==> src/rtl/xdx_pkg.sv <==
package xdx_pkg;

  localparam int BYTE_AW    = 48;
  localparam int WAW        = BYTE_AW - 2;
  localparam int DESC_WORDS = 32;
  localparam int LEN_W      = 30;
  localparam int CNT_W      = 4;

  localparam logic [3:0] OPC_NOP  = 4'd0;
  localparam logic [3:0] OPC_COPY = 4'd1;
  localparam logic [3:0] OPC_XOR  = 4'd6;

  typedef enum logic [1:0] {K_NOP, K_COPY, K_XOR, K_BAD} op_kind_e;

  typedef enum logic [2:0] {S_IDLE, S_RD, S_ACC, S_WR, S_FIN} st_e;

  typedef struct packed {
    op_kind_e           kind;
    logic [CNT_W-1:0]   nsrc;
    logic [LEN_W-1:0]   nwords;
    logic               err;
    logic               irq_req;
    logic               skip;
  } dec_t;

  // byte address {hi16, lo32} reduced to a word address
  function automatic logic [WAW-1:0] f_word_addr(input logic [15:0] hi,
                                                 input logic [31:0] lo);
    logic [BYTE_AW-1:0] b;
    b = {hi, lo};
    return b[BYTE_AW-1:2];
  endfunction

  // first descriptor word of the packed group holding source k
  function automatic int f_group_base(input int k);
    return 8 + 3 * (k / 2);
  endfunction

  function automatic logic f_len_bad(input logic [31:0] bytes);
    return bytes[1:0] != 2'b00;
  endfunction

  // completion status: identifier kept, done bit set, error recorded
  function automatic logic [31:0] f_status(input logic [15:0] id,
                                           input logic err);
    return {14'b0, err, 1'b1, id};
  endfunction

endpackage

==> src/rtl/xdx_decode.sv <==
module xdx_decode
  import xdx_pkg::*;
#(
  parameter int NS = 8
) (
  input  logic [3:0]       opc,
  input  logic             irq_bit,
  input  logic [CNT_W-1:0] cnt,
  input  logic             pen,
  input  logic [31:0]      bytes,
  output dec_t             dec
);

  logic bad_op, bad_cnt, bad_len, is_xor, is_copy, is_nop;

  always_comb begin
    is_nop  = (opc == OPC_NOP);
    is_copy = (opc == OPC_COPY);
    is_xor  = (opc == OPC_XOR);
    bad_op  = !(is_nop || is_copy || is_xor);
    bad_cnt = is_xor && ((cnt == '0) || (int'(cnt) > NS));
    bad_len = (is_copy || is_xor) && f_len_bad(bytes);

    dec.kind    = bad_op ? K_BAD : (is_copy ? K_COPY : (is_xor ? K_XOR : K_NOP));
    dec.nsrc    = is_copy ? CNT_W'(1) : cnt;
    dec.nwords  = bytes[31:2];
    dec.err     = bad_op || bad_cnt || bad_len;
    dec.irq_req = irq_bit;
    dec.skip    = dec.err || is_nop || (is_xor && !pen) || (bytes[31:2] == '0);
  end

endmodule

==> src/rtl/xdx_src_unpack.sv <==
module xdx_src_unpack
  import xdx_pkg::*;
#(
  parameter int NS = 8
) (
  input  logic [31:0]    w [DESC_WORDS],
  output logic [WAW-1:0] addr [NS]
);

  for (genvar k = 0; k < NS; k++) begin : g_src
    localparam int B = f_group_base(k);
    if ((k % 2) == 0) begin : g_even
      assign addr[k] = f_word_addr(w[B+2][15:0], w[B]);
    end else begin : g_odd
      assign addr[k] = f_word_addr(w[B+2][31:16], w[B+1]);
    end
  end

endmodule

==> src/rtl/xdx_engine.sv <==
module xdx_engine
  import xdx_pkg::*;
#(
  parameter int NS = 8
) (
  input  logic           clk,
  input  logic           rst_n,
  input  logic           start,
  input  dec_t           dec,
  input  logic [WAW-1:0] src_tab [NS],
  input  logic [WAW-1:0] dst_addr,
  output logic           busy,
  output logic           mem_rd,
  output logic           mem_wr,
  output logic [WAW-1:0] mem_addr,
  output logic [31:0]    mem_wdata,
  input  logic [31:0]    mem_rdata,
  output logic           done,
  output logic           irq,
  output logic           fin_evt,
  output logic           err_q
);

  localparam int IW = (NS > 1) ? $clog2(NS) : 1;

  st_e              state;
  logic [CNT_W-1:0] scnt, nsrc_q;
  logic [LEN_W-1:0] wcnt, nwords_q;
  logic [31:0]      acc;
  logic             irq_q;

  logic accept, last_src, last_word, acc_done_evt;

  assign accept       = (state == S_IDLE) && start;
  assign last_src     = (scnt == nsrc_q - CNT_W'(1));
  assign last_word    = (wcnt == nwords_q - LEN_W'(1));
  assign acc_done_evt = (state == S_ACC) && last_src;
  assign fin_evt      = (state == S_FIN);
  assign busy         = (state != S_IDLE);
  assign mem_rd       = (state == S_RD);
  assign mem_wr       = (state == S_WR);
  assign mem_wdata    = acc;

  always_comb begin
    mem_addr = '0;
    case (state)
      S_RD:    mem_addr = src_tab[scnt[IW-1:0]] + WAW'(wcnt);
      S_WR:    mem_addr = dst_addr + WAW'(wcnt);
      default: mem_addr = '0;
    endcase
  end

  always_ff @(posedge clk) begin
    if (!rst_n) begin
      state    <= S_IDLE;
      scnt     <= '0;
      wcnt     <= '0;
      nsrc_q   <= '0;
      nwords_q <= '0;
      acc      <= '0;
      err_q    <= 1'b0;
      irq_q    <= 1'b0;
      done     <= 1'b0;
      irq      <= 1'b0;
    end else begin
      done <= 1'b0;
      irq  <= 1'b0;
      case (state)
        S_IDLE: if (accept) begin
          nsrc_q   <= dec.nsrc;
          nwords_q <= dec.nwords;
          err_q    <= dec.err;
          irq_q    <= dec.irq_req;
          scnt     <= '0;
          wcnt     <= '0;
          state    <= dec.skip ? S_FIN : S_RD;
        end
        S_RD: state <= S_ACC;
        S_ACC: begin
          acc <= (scnt == '0) ? mem_rdata : (acc ^ mem_rdata);
          if (last_src) state <= S_WR;
          else begin
            scnt  <= scnt + CNT_W'(1);
            state <= S_RD;
          end
        end
        S_WR: begin
          scnt <= '0;
          if (last_word) state <= S_FIN;
          else begin
            wcnt  <= wcnt + LEN_W'(1);
            state <= S_RD;
          end
        end
        S_FIN: begin
          done  <= 1'b1;
          irq   <= irq_q;
          state <= S_IDLE;
        end
        default: state <= S_IDLE;
      endcase
    end
  end


  wr_after_acc_chk: assert property (@(posedge clk) disable iff (!rst_n)
    mem_wr |-> $past(acc_done_evt));


  no_rd_wr_overlap_chk: assert property (@(posedge clk) disable iff (!rst_n)
    !(mem_rd && mem_wr));


  done_pulse_chk: assert property (@(posedge clk) disable iff (!rst_n)
    done |=> !done);


  irq_with_done_chk: assert property (@(posedge clk) disable iff (!rst_n)
    irq |-> done);


  err_no_access_chk: assert property (@(posedge clk) disable iff (!rst_n)
    (busy && err_q) |-> !(mem_rd || mem_wr));


  start_in_busy_chk: assert property (@(posedge clk) disable iff (!rst_n)
    (busy && !fin_evt && start) |=> busy);

endmodule

==> src/rtl/xor_desc_exec.sv <==
module xor_desc_exec
  import xdx_pkg::*;
#(
  parameter int NS = 8
) (
  input  logic           clk,
  input  logic           rst_n,
  input  logic           dsc_we,
  input  logic [4:0]     dsc_idx,
  input  logic [31:0]    dsc_wdata,
  input  logic           start,
  output logic           busy,
  output logic           done,
  output logic           irq,
  output logic [31:0]    stat_word,
  output logic           mem_rd,
  output logic           mem_wr,
  output logic [WAW-1:0] mem_addr,
  output logic [31:0]    mem_wdata,
  input  logic [31:0]    mem_rdata
);

  logic [31:0]    dsc [DESC_WORDS];
  dec_t           dec;
  logic [WAW-1:0] packed_src [NS];
  logic [WAW-1:0] src_tab [NS];
  logic [WAW-1:0] copy_src, dst_addr;
  logic           fin_evt, err_q, load_ok;

  assign load_ok   = dsc_we && !busy;
  assign stat_word = dsc[0];

  always_ff @(posedge clk) begin
    if (!rst_n) begin
      for (int i = 0; i < DESC_WORDS; i++) dsc[i] <= '0;
    end else if (fin_evt) begin
      dsc[0] <= f_status(dsc[0][15:0], err_q);
    end else if (load_ok) begin
      dsc[dsc_idx] <= dsc_wdata;
    end
  end

  xdx_decode #(.NS(NS)) u_dec (
    .opc     (dsc[2][31:28]),
    .irq_bit (dsc[2][27]),
    .cnt     (dsc[2][25:22]),
    .pen     (dsc[2][17]),
    .bytes   (dsc[3]),
    .dec     (dec)
  );

  xdx_src_unpack #(.NS(NS)) u_unpack (
    .w    (dsc),
    .addr (packed_src)
  );

  assign copy_src = f_word_addr(dsc[5][15:0], dsc[4]);
  assign dst_addr = f_word_addr(dsc[7][15:0], dsc[6]);

  for (genvar k = 0; k < NS; k++) begin : g_tab
    if (k == 0) begin : g_first
      assign src_tab[k] = (dec.kind == K_COPY) ? copy_src : packed_src[k];
    end else begin : g_rest
      assign src_tab[k] = packed_src[k];
    end
  end

  xdx_engine #(.NS(NS)) u_eng (
    .clk       (clk),
    .rst_n     (rst_n),
    .start     (start),
    .dec       (dec),
    .src_tab   (src_tab),
    .dst_addr  (dst_addr),
    .busy      (busy),
    .mem_rd    (mem_rd),
    .mem_wr    (mem_wr),
    .mem_addr  (mem_addr),
    .mem_wdata (mem_wdata),
    .mem_rdata (mem_rdata),
    .done      (done),
    .irq       (irq),
    .fin_evt   (fin_evt),
    .err_q     (err_q)
  );


  frozen_ctrl_chk: assert property (@(posedge clk) disable iff (!rst_n)
    (busy && $past(busy)) |-> $stable(dsc[2]));


  status_done_bit_chk: assert property (@(posedge clk) disable iff (!rst_n)
    done |-> stat_word[16]);

endmodule

==> config.mk <==
export PLATFORM = sky130hd
export DESIGN_NAME = xor_desc_exec
export DESIGN_NICKNAME = d
export VERILOG_FILES = /design/src/rtl/xdx_pkg.sv /design/src/rtl/xdx_decode.sv /design/src/rtl/xdx_src_unpack.sv /design/src/rtl/xdx_engine.sv /design/src/rtl/xor_desc_exec.sv
export SDC_FILE = /design/constraint.sdc
export NUM_CORES = 2
export LEC_CHECK = 0
export BUFFER_PORTS_ARGS = -buffer_cell sky130_fd_sc_hd__buf_2
export CELL_PAD_IN_SITES_DETAIL_PLACEMENT = 1
export CELL_PAD_IN_SITES_GLOBAL_PLACEMENT = 2
export CORE_MARGIN = 1.5
export CORE_UTILIZATION = 37
export DETAILED_ROUTE_END_ITERATION = 12
export PLACE_DENSITY = 0.88
export SLEW_MARGIN = 20
export SYNTH_ARGS = -nofsm -noshare
export SYNTH_HDL_FRONTEND = slang
export SYNTH_SLANG_ARGS = --single-unit
==> constraint.sdc <==
create_clock -name clk -period 8.5 [get_ports clk]
set_input_delay 0.425 -clock clk [delete_from_list [all_inputs] [get_ports clk]]
set_output_delay 0.425 -clock clk [all_outputs]
set_load 0.005 [all_outputs]
==> key figures <==
Floorplanning
  • Core ar.: approximately 85000 µm²
  • Initial Util: 37.31%
  • FP Rows: 107
  • Die W: 295.8 µm
  • DIE HEIGHT: slightly below 300 µm
  • Top-Level Pins: 188
  • Die footprint: roughly 90000 µm²

Worst setup path
  • R2R Path Start: u_eng.nwords_q[7]
  • R2R Setup Slk: ~4.1 ns
  • Critical path class: reg -> out
  • Crit end category: output port
  • Max FO, Critical Path: 26
  • Startpoint Class: flop
  • RR Endpoint: u_eng.wcnt[15]
  • Critical path arrival: approximately 6.5 ns
  • Required time worst endpoint: about 8.1 ns
  • Worst-case reg-to-reg path depth: 9
  • Crit path from: dsc[959]

CTS
  • Hold buffer count at cts: 0
  • Worst skew pair latency: roughly 0.63 ns
  • CTS clk-pin slew, worst paths: 0.06 ns
  • Total CTS buffers: 75
  • CTS max path bufs: 3
  • CTS resizes: 0
  • TritonCTS clock tree: done
  • # Post-CTS Setup Buffers: 0
  • Root buffer cell: clkbuf_16
  • CTS H-tree depth: 3
  • Clk sink count: about 640

Drt
  • Routed vias/inst: roughly 5.5
  • WL/cell: around 23 µm
  • DR iter-0 viols: 1904
  • DRT Pass-1 Iters: 5
  • DRC viols: 0
  • Routed Antenna Nets: 0
  • Final WL: 118100 µm
  • Via count: between 20000 and 30000

Synthesis
  • Async SR Flop Fraction: 0%
  • Post-synth EDFFs: 0
  • Yosys reg bits: 641
  • Synth unique cells: between 60 and 70
  • Mapped Area: around 32000 µm²
  • Top_reg_cell synth: dfxtp_1
  • Post-Syn Instances: about 4000
  • Syn Nets: approximately 4100
  • Synthesis Warnings: 0
  • Avg Cell Area, Syn: 8.031 µm²
  • Seq/Total Area, Yosys: 40.45%

Hold path
  • WHS Endpoint: u_eng.mem_wdata[29]
  • Min-delay src: mem_rdata[29]
  • Worst Hold Class: in -> reg
  • Hold Path Stages: 4

Cells and area
  • Layout cell share with drive strength beyond 1: 12.85%
  • FF+latch area: approximately 13000 µm²
  • Multi-input gate area: 17420 µm²
  • Nets: 4017
  • Final design utilization: 42.02%
  • Area Overhead vs Synth: 12.60%
  • Fillers: roughly 10000

Timing
  • # setup viols final: 0
  • Worst slew margin: about 16%
  • Slew Limit Fails: 0
  • Final Hold Vio Count: 0
  • Worst-Margin Slew: about 1.3 ns
  • Final min period: 6.949 ns
  • RSZ-0062 raised after global routing: no
  • Final period utilization: 81.76%
  • Clock Skew: 0.02321 ns
  • F_max: around 140 MHz
  • Sum Neg Setup Slack: 0 ns
  • Worst hold slack: about 0.2 ns

Placement
  • Placer Congestion: 0.8936
  • Post-DP HPWL: 77440 µm
  • Port Buffers: 187

Global routing
  • Initial antenna violation count: 5
  • GRT Resource Usage Total: approximately a quarter
  • Vias in the first global route: 28400
  • First-pass GRT wire length: 177600 µm
  • Largest net degree at the start of global routing: around 250
  • GRT Residual Overflow: 0

Status
  • Outcome: completed

Power
  • VDD IR-drop max: 0.1467 mV
  • Power density over the cells: roughly 190 nW/µm²
  • Leak: 12.51 nW

Job
  • Max_cap viols: 0
==> cells in the final DEF (no fill, tap or decap), types with 14 or more instances in the layout <==
master,n
mux2i_1,51
and2_1,41
mux4_2,80
buf_2,186
nand2_1,1345
clkinv_2,17
dfxtp_1,638
nor3_1,52
nand3_1,30
xor2_1,64
and3_1,18
nor2b_1,20
o21ai_0,36
nor4_1,14
o211ai_1,14
buf_4,48
or3_1,22
ha_1,41
nand2b_1,15
nand4_1,31
xnor2_1,44
clkbuf_16,77
a31oi_1,16
a21boi_0,544
o22ai_1,15
o31ai_1,14
nor2_1,139
clkbuf_8,22
a21o_1,16
or4_1,30
inv_1,18
a21oi_1,115
==> per-stage QoR <==
step	cell area, µm²	total power, mW	setup WS [ns]	instances
floorplan	31720	3.274	2.207	3950
global placement	33090	3.397	2.278	4969
detailed placement	33090	3.398	2.205	4969
CTS	35710	6.798	1.540	5106
global route	35720	6.934	1.321	5109
finish	35720	6.751	1.551	5109
==> worst max-delay path, cell delays in order (launching register included) <==
cell,delay (ns)
dfxtp_1,0.35
or4b_2,1.10
buf_4,0.34
nand2_1,0.07
nand2_1,0.06
mux4_2,0.47
mux2i_1,0.28
a21oi_1,0.14
ha_1,0.41
nand4_1,0.14
nor2_1,0.11
a21bo_2,0.26
a31oi_1,0.28
nor2_1,0.20
a21oi_1,1.02
nand4_1,0.21
xor2_1,0.20
nor2_1,0.10
buf_2,0.12
==> worst max path at each step <==
stage	to	cells after the start	slack, ns
floorplan	mem_addr[44]	21	2.21
global placement	mem_addr[35]	18	2.28
detailed placement	mem_addr[35]	18	2.20
CTS	mem_addr[35]	18	1.54
global route	mem_addr[35]	18	1.32
finish	mem_addr[35]	18	1.55
==> final cells by class <==
type                    instances  area share, %
diodes                          3        0.02102
clock buffers                 105          6.305
clock inverters                32          1.026
inverters                      21         0.2207
multi-input cells            2927          48.76
flip-flops and latches        641          35.95
well taps                    1144          4.007
repair buffers                236          3.713
==> report_power, final <==
group          leakage, nW  switching [mW]  internal [mW]  total [mW]
Clock                 1.30            1.38           2.04        3.42
Combinational         6.04           0.211         0.0862       0.297
Sequential            5.17          0.0135           3.02        3.04
Total                 12.5            1.60           5.15        6.75
==> cell families (layout without fill, tap and decap cells) <==
family,Yosys count,count (layout),synth area share (%)
xor gates and xnor gates,108,108,2.982
AOI/OAI and AO/OA,817,817,18.18
muxes,144,144,7.751
other,0,3,0
DFF,641,641,40.45
buffers and inverters,382,394,5.021
adders and majority gates,42,42,1.680
and+or+nand+nor,1816,1816,23.93
==> routing by layer <==
metal / vias to the layer above / part of all wire [%] / wire [µm] / track usage [%]
li1: 13130 / - / - / -
met1: 14020 / 44 / 51960 / 34.52
met2: 652 / 48 / 56920 / 45.76
met3: 185 / 4.7 / 5558 / 3.343
met4: 4 / 3.1 / 3630 / 8.993
met5: - / 0.026 / 31 / 0
==> flip-flops by register name (all words and copies together), names as in the netlist <==
signal	flops
u_eng.done	1
u_eng.err_q	1
u_eng.nsrc_q	4
u_eng.irq	1
u_eng.irq_q	1
u_eng.nwords_q	30
u_eng.scnt	4
dsc	456
u_eng.mem_wdata	32
u_eng.wcnt	30
copy_src	46
u_eng.state	3
stat_word	32
==> synth_stat cells, drive strengths merged (20+ instances only) <==
cell | count | share of area (%)
a21oi | 115 | 1.8
a21boi | 544 | 13
xnor2 | 44 | 1.2
and2 | 41 | 0.81
clkbuf | 299 | 3.6
or3 | 22 | 0.43
nor2 | 152 | 1.8
or4 | 30 | 0.71
nand2 | 1352 | 16
nand3 | 32 | 0.50
nor2b | 20 | 0.39
nand4 | 31 | 0.61
mux2i | 51 | 1.6
dfxtp | 641 | 40
nor3 | 57 | 0.90
ha | 41 | 1.6
buf | 62 | 1.2
xor2 | 64 | 1.8
o21ai | 38 | 0.60
inv | 20 | 0.24
mux4 | 80 | 5.7
Power figures use the tool's default switching activity.
